--- src/rtl/sio_pkg.sv ---
package sio_pkg;

    // Register index taken from byte address bits [3:2]
    typedef enum logic [1:0] {
        REG_RXD  = 2'd0,
        REG_TXD  = 2'd1,
        REG_STAT = 2'd2,
        REG_CTRL = 2'd3
    } reg_idx_e;

    // Status word bit positions
    localparam int ST_NONEMPTY = 0;
    localparam int ST_FULL     = 1;
    localparam int ST_TXEMPTY  = 2;
    localparam int ST_TXFULL   = 3;
    localparam int ST_PEND     = 4;
    localparam int ST_OVR      = 5;
    localparam int ST_FRM      = 6;
    localparam int ST_PAR      = 7;

    // Control word bit positions
    localparam int CT_TXCLR = 0;
    localparam int CT_RXCLR = 1;
    localparam int CT_IE    = 4;

endpackage

--- src/rtl/sio_rxq.sv ---
module sio_rxq #(
    parameter int DEPTH = 8,
    parameter int DW    = 8
) (
    input  logic                        clk,
    input  logic                        rst,
    input  logic                        push,
    input  logic [DW-1:0]               push_data,
    input  logic                        pop,
    input  logic                        clr,
    output logic                        ready,
    output logic [DW-1:0]               head,
    output logic [$clog2(DEPTH):0]      count,
    output logic                        held_next
);
    localparam int PW = $clog2(DEPTH);
    localparam int CW = PW + 1;
    localparam logic [CW-1:0] FULL_CNT = CW'(DEPTH);

    typedef struct packed {
        logic [DEPTH-1:0][DW-1:0] mem;
        logic [PW-1:0]            wp;
        logic [CW-1:0]            cnt;
    } q_state_t;

    q_state_t s_q, s_d;

    logic          take;
    logic          drop_head;
    logic [PW-1:0] rp;
    logic [PW-1:0] wp_base;
    logic [CW-1:0] cnt_base;

    assign ready = (s_q.cnt != FULL_CNT);
    assign rp    = s_q.wp - s_q.cnt[PW-1:0];
    assign head  = s_q.mem[rp];
    assign count = s_q.cnt;

    always_comb begin
        s_d       = s_q;
        take      = push && ready;
        drop_head = pop && (s_q.cnt != '0);
        // a clear is applied first; a same-cycle byte lands in the emptied queue
        wp_base   = clr ? '0 : s_q.wp;
        cnt_base  = clr ? '0 : s_q.cnt;
        if (take) begin
            s_d.mem[wp_base] = push_data;
            s_d.wp           = wp_base + PW'(1);
        end else begin
            s_d.wp           = wp_base;
        end
        case ({take, drop_head && !clr})
            2'b10:   s_d.cnt = cnt_base + CW'(1);
            2'b01:   s_d.cnt = cnt_base - CW'(1);
            default: s_d.cnt = cnt_base;
        endcase
        held_next = (s_d.cnt != '0);
    end

    always_ff @(posedge clk) begin
        if (rst) begin
            s_q <= '0;
        end else begin
            s_q <= s_d;
        end
    end

    a_r2_count_bound: assert property (@(posedge clk) disable iff (rst)
        s_q.cnt <= FULL_CNT);

    a_r2_push_counts: assert property (@(posedge clk) disable iff (rst)
        (push && ready && !pop && !clr) |=> (s_q.cnt == $past(s_q.cnt) + CW'(1)));

    a_r3_full_drop: assert property (@(posedge clk) disable iff (rst)
        (s_q.cnt == FULL_CNT && !pop && !clr) |=> (s_q.cnt == FULL_CNT));

    a_r5_empty_read: assert property (@(posedge clk) disable iff (rst)
        (s_q.cnt == '0 && pop && !push) |=> (s_q.cnt == '0));

endmodule

--- src/rtl/sio_ctl.sv ---
module sio_ctl
    import sio_pkg::*;
#(
    parameter int BW  = 32,
    parameter int DW  = 8,
    parameter int CW  = 4,
    parameter int DEPTH = 8
) (
    input  logic          clk,
    input  logic          rst,
    input  logic          bus_sel,
    input  logic          bus_wr,
    input  logic [1:0]    reg_idx,
    input  logic [BW-1:0] bus_wdata,
    output logic [BW-1:0] bus_rdata,
    input  logic [DW-1:0] q_head,
    input  logic [CW-1:0] q_count,
    input  logic          q_held_next,
    output logic          q_pop,
    output logic          q_clr,
    output logic [DW-1:0] out_byte,
    output logic          out_stb,
    output logic          irq
);
    localparam logic [CW-1:0] FULL_CNT = CW'(DEPTH);

    typedef struct packed {
        logic [BW-1:0] ctrl;
        logic [BW-1:0] txv;
        logic          pend;
        logic          stb;
        logic [DW-1:0] obyte;
    } c_state_t;

    c_state_t c_q, c_d;

    logic          wr_txd, wr_ctrl, wr_stat, rd_rxd;
    logic [BW-1:0] status_w;

    always_comb begin
        wr_txd  = bus_sel && bus_wr  && (reg_idx == REG_TXD);
        wr_ctrl = bus_sel && bus_wr  && (reg_idx == REG_CTRL);
        wr_stat = bus_sel && bus_wr  && (reg_idx == REG_STAT);
        rd_rxd  = bus_sel && !bus_wr && (reg_idx == REG_RXD);
        q_pop   = rd_rxd;
        q_clr   = wr_ctrl && bus_wdata[CT_RXCLR];
    end

    always_comb begin
        status_w              = '0;
        status_w[ST_NONEMPTY] = (q_count != '0);
        status_w[ST_FULL]     = (q_count == FULL_CNT);
        status_w[ST_TXEMPTY]  = 1'b1;
        status_w[ST_TXFULL]   = 1'b0;
        status_w[ST_PEND]     = c_q.pend;
        status_w[ST_OVR]      = 1'b0;
        status_w[ST_FRM]      = 1'b0;
        status_w[ST_PAR]      = 1'b0;
    end

    always_comb begin
        case (reg_idx)
            REG_RXD:  bus_rdata = BW'(q_head);
            REG_TXD:  bus_rdata = c_q.txv;
            REG_STAT: bus_rdata = status_w;
            default:  bus_rdata = c_q.ctrl;
        endcase
    end

    always_comb begin
        c_d      = c_q;
        c_d.stb  = wr_txd;
        if (wr_txd) begin
            c_d.txv   = bus_wdata;
            c_d.obyte = bus_wdata[DW-1:0];
        end
        if (wr_ctrl) begin
            c_d.ctrl = bus_wdata;
        end
        // sticky: only reset lowers it
        c_d.pend = c_q.pend || wr_txd || q_held_next;
    end

    always_ff @(posedge clk) begin
        if (rst) begin
            c_q <= '0;
        end else begin
            c_q <= c_d;
        end
    end

    assign out_byte = c_q.obyte;
    assign out_stb  = c_q.stb;
    assign irq      = c_q.pend && c_q.ctrl[CT_IE];

    a_r9_strobe_data: assert property (@(posedge clk) disable iff (rst)
        wr_txd |=> (out_stb && out_byte == $past(bus_wdata[DW-1:0])));

    a_r9_strobe_single: assert property (@(posedge clk) disable iff (rst)
        !wr_txd |=> !out_stb);

    a_r10_sticky: assert property (@(posedge clk) disable iff (rst)
        c_q.pend |=> c_q.pend);

    a_r10_rx_raises: assert property (@(posedge clk) disable iff (rst)
        (q_count != '0) |-> c_q.pend);

    a_r8_status_ignored: assert property (@(posedge clk) disable iff (rst)
        wr_stat |=> ($stable(c_q.ctrl) && $stable(c_q.txv)));

    a_r11_enable_off: assert property (@(posedge clk) disable iff (rst)
        (wr_ctrl && !bus_wdata[CT_IE]) |=> !irq);

endmodule

--- src/rtl/sio_regs.sv ---
module sio_regs #(
    parameter int DEPTH  = 8,
    parameter int DW     = 8,
    parameter int BW     = 32,
    parameter int ADDR_W = 4
) (
    input  logic              clk,
    input  logic              rst,
    input  logic              bus_sel,
    input  logic              bus_wr,
    input  logic [ADDR_W-1:0] bus_addr,
    input  logic [BW-1:0]     bus_wdata,
    output logic [BW-1:0]     bus_rdata,
    input  logic [DW-1:0]     in_byte,
    input  logic              in_valid,
    output logic              in_ready,
    output logic [DW-1:0]     out_byte,
    output logic              out_stb,
    output logic              irq
);
    localparam int CW = $clog2(DEPTH) + 1;

    logic [DW-1:0] q_head;
    logic [CW-1:0] q_count;
    logic          q_held_next;
    logic          q_pop;
    logic          q_clr;
    logic [1:0]    reg_idx;
    logic          unused_addr_bits;

    assign reg_idx          = bus_addr[3:2];
    assign unused_addr_bits = ^{bus_addr[1:0], bus_addr[ADDR_W-1:2]};

    sio_rxq #(
        .DEPTH (DEPTH),
        .DW    (DW)
    ) u_rxq (
        .clk       (clk),
        .rst       (rst),
        .push      (in_valid),
        .push_data (in_byte),
        .pop       (q_pop),
        .clr       (q_clr),
        .ready     (in_ready),
        .head      (q_head),
        .count     (q_count),
        .held_next (q_held_next)
    );

    sio_ctl #(
        .BW    (BW),
        .DW    (DW),
        .CW    (CW),
        .DEPTH (DEPTH)
    ) u_ctl (
        .clk         (clk),
        .rst         (rst),
        .bus_sel     (bus_sel),
        .bus_wr      (bus_wr),
        .reg_idx     (reg_idx),
        .bus_wdata   (bus_wdata),
        .bus_rdata   (bus_rdata),
        .q_head      (q_head),
        .q_count     (q_count),
        .q_held_next (q_held_next),
        .q_pop       (q_pop),
        .q_clr       (q_clr),
        .out_byte    (out_byte),
        .out_stb     (out_stb),
        .irq         (irq)
    );

endmodule

--- config.mk ---
export PLATFORM = sky130hd
export DESIGN_NAME = sio_regs
export DESIGN_NICKNAME = d
export VERILOG_FILES = /design/src/rtl/sio_pkg.sv /design/src/rtl/sio_rxq.sv /design/src/rtl/sio_ctl.sv /design/src/rtl/sio_regs.sv
export SDC_FILE = /design/constraint.sdc
export NUM_CORES = 1
export LEC_CHECK = 0
export BUFFER_PORTS_ARGS = -buffer_cell sky130_fd_sc_hd__buf_2
export CAP_MARGIN = 0
export CORE_ASPECT_RATIO = 0.5
export CORE_UTILIZATION = 45
export CTS_CLUSTER_SIZE = 30
export DETAILED_ROUTE_END_ITERATION = 10
export PLACE_DENSITY = 0.76
export SLEW_MARGIN = 20
export SYNTH_ARGS = -nofsm -noshare
export SYNTH_HDL_FRONTEND = slang
export SYNTH_SLANG_ARGS = --single-unit
export TNS_END_PERCENT = 100
--- constraint.sdc ---
create_clock -name clk -period 8.05 [get_ports clk]
set_input_delay 0.805 -clock clk [delete_from_list [all_inputs] [get_ports clk]]
set_output_delay 0.805 -clock clk [all_outputs]
set_load 0.005 [all_outputs]
==> impl_metrics.toml, run 1 <==
[outcome]
status = "finished clean"

[yosys]
syn_nets = 754
yosys_warnings = 0
synth.avg_cell_area_um2 = 9.24
syn-cell-area_um2 = 6450
synth_cell_types = 51
syn-instance-count = 698
ys_ff_latch = 137
synth-seq-area-share_pct = 42.5

[global_routing]
antenna_found_initial = 3
grt_pass1_wl_um = 22600
grt_pass1_vias = 4533
grt_overflow = 0
grt_max_degree = 77
track_usage_pct = 19.9

[min_path]
holdCritPathClass = "reg2reg"

[floorplanning]
num_rows = 30
die_y_um = 86.6
start_util_pct = 46.8
fp.dieArea_um2 = 14800
die_w_um = 171
coreArea_um2 = 13800
io_pins = 92

[layout]
nets = 804
drive_gt1_share_pct = 21.7
post-route-util_pct = 54.1
syn2layout_area_growth_pct = 15.5

[route]
vias = 4996
first_pass_iters = 5
drt.antenna.violating_nets = 0
finalWirelength_um = 14500
drt_iter0_drc = 323
post_drt_via_cell_ratio = 5.23
avgRoutedWirePerCell_um = 15.2
drc_errors = 0

[placed_design]
dpl.hpwl_um = 9060
routabilityCongestion = 0.798
port_buffers = 89

[cts]
clock_sinks = 137
post_cts_resized = 0
root_buffer = "clkbuf_16"
htree_levels = 4
clkTransAtPathRegs_ps = 60
clk_latency_ps = 420
cts_buffers = 17
hold_buffers = 0
cts_max_path_buffers = 2
cts_setup_buffers = 0
cts_tree = "done"

[worst_setup_path]
rr_endpoint = "u_ctl.c_q[9]"
path_class = "reg2out"
critical_path.startpoint = "u_rxq.s_q[4]"
reg2reg_slack_ps = 5180
r2r_start = "u_rxq.count[0]"
endpoint_kind = "output pin"
worstPathArrival_ps = 3630
startpoint_type = "flop"
crit_cells = 8
cp_cell_sequence = "inv_1, ha_1, inv_1, fa_2, mux4_1, mux2_4, mux4_2, buf_2"
required_ps = 7240
critPathTopFamily = "multiplexers"
slowest_delay_ps = 920
slowest_stage = "fa_2"
cp_max_fo = 16
crit_end = "bus_rdata[4]"
cp_common_cell = "inv_1"
cp.buffers_inverters = 3
r2r_cells = 10

[timing]
clock_skew_ps = 11.1
drv_slew = 0
tightestPinTransition_ps = 964
setup-violations-final = 0
finalCritPeriodShare_pct = 55.1
final.setup.tns_ps = 0
relSlewSlack_pct = 35.4
rsz0062_at_grt = "no"
hold_viol_final = 0
period_minus_slack_ps = 4440
clock.fmax_mhz = 225

[power]
ir_worst_vdd_v = 0.000178
leakage_uw = 0.00311
p_per_area_nw_per_um2 = 225

[run]
cap_violations = 0
## worst reg2reg max path, cell delays in order (launching register included)
cell and delay (ps):
dfxtp_1 400, nor4b_4 430, inv_2 130, nand2_1 230, ha_1 350, ha_1 320, a21oi_1 290, nand3_1 130
a31oi_1 200, o32a_1 190, a21oi_1 70
## final cells by class
cell class / count / area [µm²]
sequential: 137 / 2740
multi-input combinational: 489 / 3340
clock inverter: 14 / 158
inverter: 9 / 33.8
clock buffer: 18 / 439
tap: 192 / 240
timing repair buffer: 94 / 485
antenna: 2 / 5.00
fill: 1207 / 6330
## routing by layer
layer | up-vias | part of all wire (%) | track usage [%]
met4 | 0 | 1.4 | 8.69
met1 | 2393 | 47 | 25.0
met3 | 20 | 4.8 | 4.47
met5 | - | 0 | 0
met2 | 111 | 47 | 33.0
li1 | 2472 | - | -
## synthesized netlist by cell type, drive strengths merged
master	instances	area share, %
nand4	1	0.19
o2111ai	1	0.41
nand3b	1	0.12
dfxtp	137	43
a22oi	1	0.12
buf	19	2.4
or3	2	0.19
nor3	2	0.33
or4	1	0.12
a2111oi	1	0.43
o22ai	1	0.097
nor2b	25	2.4
a21boi	1	0.12
nand2	145	8.4
and2	4	0.39
fa	2	0.62
o32a	1	0.16
ha	5	0.97
xnor2	3	0.70
a31oi	2	0.19
nand3	7	0.70
o21ai	13	1.0
clkbuf	44	2.7
nor4	1	0.097
a32oi	1	0.14
a22o	1	0.14
nor4b	1	0.37
nor3b	1	0.19
xor2	3	0.70
and4	1	0.14
mux2i	86	13
a21oi	79	6.3
mux4	19	6.9
mux2	8	1.6
and4b	1	0.16
nor2	66	3.8
inv	9	0.52
or2	2	0.19
## per-stage QoR
step | power [µW] | cell area (µm²) | worst slack [ps] | hold WS (ps) | cells
floorplan | 873 | 6450 | 4660 | 433 | 698
global placement | 915 | 6840 | 3680 | 439 | 921
detailed placement | 918 | 6840 | 3680 | 446 | 921
CTS | 1690 | 7440 | 3240 | 455 | 953
global route | 1740 | 7440 | 3440 | 468 | 954
finish | 1680 | 7450 | 3610 | 454 | 955
## power breakdown
part | total (µW) | switching, µW | internal, µW
clock network | 775 | 326 | 448
registers | 709 | 13.5 | 695
logic | 195 | 108 | 87.0
## worst min path at each step
stage,start,to,slack (ps),cells after the start
global route,u_ctl.c_q[70],u_ctl.c_q[70],470,2
global placement,u_ctl.c_q[48],u_ctl.c_q[48],440,2
floorplan,u_ctl.c_q[45],u_ctl.c_q[45],430,2
detailed placement,u_ctl.c_q[19],u_ctl.c_q[19],450,2
finish,u_ctl.c_q[19],u_ctl.c_q[19],450,2
CTS,u_ctl.c_q[19],u_ctl.c_q[19],450,2
## layout by cell type (no fill, tap or decap), types with 8 or more instances in the layout
cell type	synthesis	layout
o21ai_0	13	13
mux4_2	15	15
nor2_1	66	65
nand2_1	145	145
buf_2	2	88
nor2b_1	25	25
mux2i_1	86	86
inv_1	8	8
clkbuf_16	0	17
a21oi_1	78	78
dfxtp_1	137	137
## state kept, by name, indices dropped and copies added, names as in the netlist
register        flops
u_rxq.s_q          67
u_ctl.c_q          58
u_ctl.out_byte      7
u_rxq.count         4
u_ctl.out_stb       1
## cell families after synthesis
family                     Yosys count  synth area share (%)
and+or+nand+nor                    261                  17.9
muxes                              113                  21.8
adders and majority gates            7                  1.59
AOI/OAI and AO/OA                  102                  9.10
DFF                                137                  42.5
buffers and inverters               72                  5.67
xor gates and xnor gates             6                  1.40
No activity file was read; power rests on OpenSTA's default activity.
==> run 2: changes to the inputs <==
--- a/config.mk
+++ b/config.mk
@@ -11,7 +11,7 @@
 export CORE_UTILIZATION = 45
 export CTS_CLUSTER_SIZE = 30
 export DETAILED_ROUTE_END_ITERATION = 10
-export PLACE_DENSITY = 0.76
+export PLACE_DENSITY = 0.79
 export SLEW_MARGIN = 20
 export SYNTH_ARGS = -nofsm -noshare
 export SYNTH_HDL_FRONTEND = slang
==> constraint.sdc (replaced) <==
create_clock -name clk -period 4 [get_ports clk]
set_input_delay 0.4 -clock clk [delete_from_list [all_inputs] [get_ports clk]]
set_output_delay 0.4 -clock clk [all_outputs]
set_load 0.005 [all_outputs]
==> run 2 against run 1 <==
Core utilization increased by 0.62 points. Global-route usage increased by 1.2 points. Sequential power increased by 100%. Combinational power increased by 110%. Wire length increased by 4.7%. Largest cell class unchanged. Count of clock-buffer cells in the layout unchanged. Total power increased by 110%. Critical path depth unchanged. Clock skew about the same. Hold slack got worse by 230 ps. Via count increased by 2.4%.
==> impl_metrics.toml, run 2 (synthesis results as in run 1) <==
[worst_setup_path]
r2r_start = "u_rxq.count[0]"
critical_path.startpoint = "u_rxq.s_q[4]"
reg2reg_slack_ps = 1090
worstPathArrival_ps = 3450
r2r_cells = 10
rr_endpoint = "u_ctl.c_q[9]"
startpoint_type = "flop"
crit_end = "bus_rdata[0]"
required_ps = 3600
path_class = "reg2out"
endpoint_kind = "output pin"
cp_max_fo = 8

[floorplanning]
num_rows = 30
die_w_um = 171
coreArea_um2 = 13800
start_util_pct = 46.8
fp.dieArea_um2 = 14800
die_y_um = 86.6
io_pins = 92

[placed_design]
dp_cells = 926
dpl.hpwl_um = 9540
port_buffers = 89
routabilityCongestion = 0.829
place_ws_ps = 480

[min_path]
holdCritPathClass = "in2reg"

[power]
p_switching_uw = 864
total_power_uw = 3560
p_per_area_nw_per_um2 = 472
leakage_uw = 0.00316
p_comb_share_pct = 11.4
swShare_pct = 24.3
pwr-share-clk_pct = 48.5
seqPwrFrac_pct = 40.1
p_int_uw = 2690
ir_worst_vdd_v = 0.000313

[timing]
finalCritPeriodShare_pct = 96.3
relSlewSlack_pct = 28.1
drv_slew = 0
setup-violations-final = 0
hold_viol_final = 0
clock_skew_ps = 11.2
fin_ws_ps = 148
period_minus_slack_ps = 3850
final.setup.tns_ps = 0
rsz0062_at_grt = "no"
clock.fmax_mhz = 260
tightestPinTransition_ps = 1080

[route]
finalWirelength_um = 15100
vias = 5116
post_drt_via_cell_ratio = 5.34
drt.antenna.violating_nets = 0
drc_errors = 0
first_pass_iters = 5
drt_iter0_drc = 379
avgRoutedWirePerCell_um = 15.8

[layout]
n_antenna_cell = 0
fillers = 1156
largest_register_ffs = 67
mostFrequentLayoutCells = "145 x nand2_1, 137 x dfxtp_1, 88 x buf_2"
final_common_cell = "nand2_1"
stdcell_count = 958
drive_gt1_share_pct = 22.1
nets = 809
syn2layout_area_growth_pct = 16.8
max_flop_register = "u_rxq.s_q"

[cts]
cts_tree = "done"
clock_sinks = 137
cts_max_path_buffers = 2
cts_setup_buffers = 0
htree_levels = 4
root_buffer = "clkbuf_16"
clk_latency_ps = 420
cts_buffers = 17
clkTransAtPathRegs_ps = 60

[global_routing]
grt_pass1_wl_um = 24100
antenna_found_initial = 1
grt_max_degree = 107
track_usage_pct = 21.1
grt_overflow = 0
grt_pass1_vias = 4731

[outcome]
status = "finished clean"

[run]
cap_violations = 0
-- run 2: cell count changes in the layout (fill, tap and decap cells not counted) --
| cell | delta |
|---|---|
| inv_6 | -3 |
| clkinv_8 | -1 |
| inv_8 | -3 |
| clkbuf_1 | +1 |
| clkinv_2 | +2 |
| diode_2 | -2 |
| clkinv_4 | +1 |
| bufinv_16 | +4 |
| clkbuf_8 | -1 |
| buf_4 | +5 |
-- run 2: worst max-delay path: stages (launching register included) --
cell and delay, ps:
dfxtp_1 380, inv_1 210, ha_1 190, inv_1 50, fa_2 700, mux4_1 590, mux2_4 280, mux4_2 480
buf_2 150
-- run 2: power groups by stage --
stage	clock (µW)	sequential, µW	combinational (µW)
finish	1720	1430	406
global route	1810	1430	438
CTS	1740	1430	404
detailed placement	0	1460	402
global placement	0	1450	396
floorplan	0	1450	308
-- run 2: worst min path at each step --
stage	cells past startpoint	from	end	slack, ps
2_1_floorplan	2	u_ctl.c_q[45]	u_ctl.c_q[45]	430
3_3_place_gp	2	u_ctl.c_q[43]	u_ctl.c_q[43]	440
3_5_place_dp	2	u_ctl.c_q[45]	u_ctl.c_q[45]	450
4_1_cts	3	bus_wdata[17]	u_ctl.c_q[27]	220
5_1_grt	3	bus_wdata[9]	u_ctl.c_q[51]	220
6_report	3	bus_wdata[13]	u_ctl.c_q[55]	230
-- run 2: layout make-up --
cell class	instances	area (µm²)	area share, %
flip-flops and latches	137	2740	36.4
clock buffers	18	429	5.70
clock inverters	14	220	2.92
repair buffers	99	523	6.94
well taps	192	240	3.19
inverters	9	33.8	0.449
multi-input cells	489	3340	44.4
-- run 2: metal layers --
| metal | up-vias | track usage, % | part of all wire (%) |
|---|---|---|---|
| li1 | 2467 | - | - |
| met1 | 2457 | 27.4 | 45 |
| met2 | 163 | 33.9 | 47 |
| met3 | 27 | 4.84 | 5.8 |
| met4 | 2 | 9.17 | 1.9 |
| met5 | - | 0 | 0.053 |
-- run 2: what timing repair did --
action / CTS / global route
hold endpoints to repair: 0 / 0
setup endpoints to repair: 0 / 3
gates resized for setup: 0 / 1
hold buffers: 0 / 0
-- run 2: per-stage QoR --
stage | util, % | instance area [µm²] | hold slack (ps)
3_3_place_gp | 49.9 | 6880 | 439
5_1_grt | 54.7 | 7530 | 222
4_1_cts | 54.7 | 7530 | 218
3_5_place_dp | 49.9 | 6880 | 445
6_report | 54.7 | 7530 | 228
2_1_floorplan | - | 6450 | 433
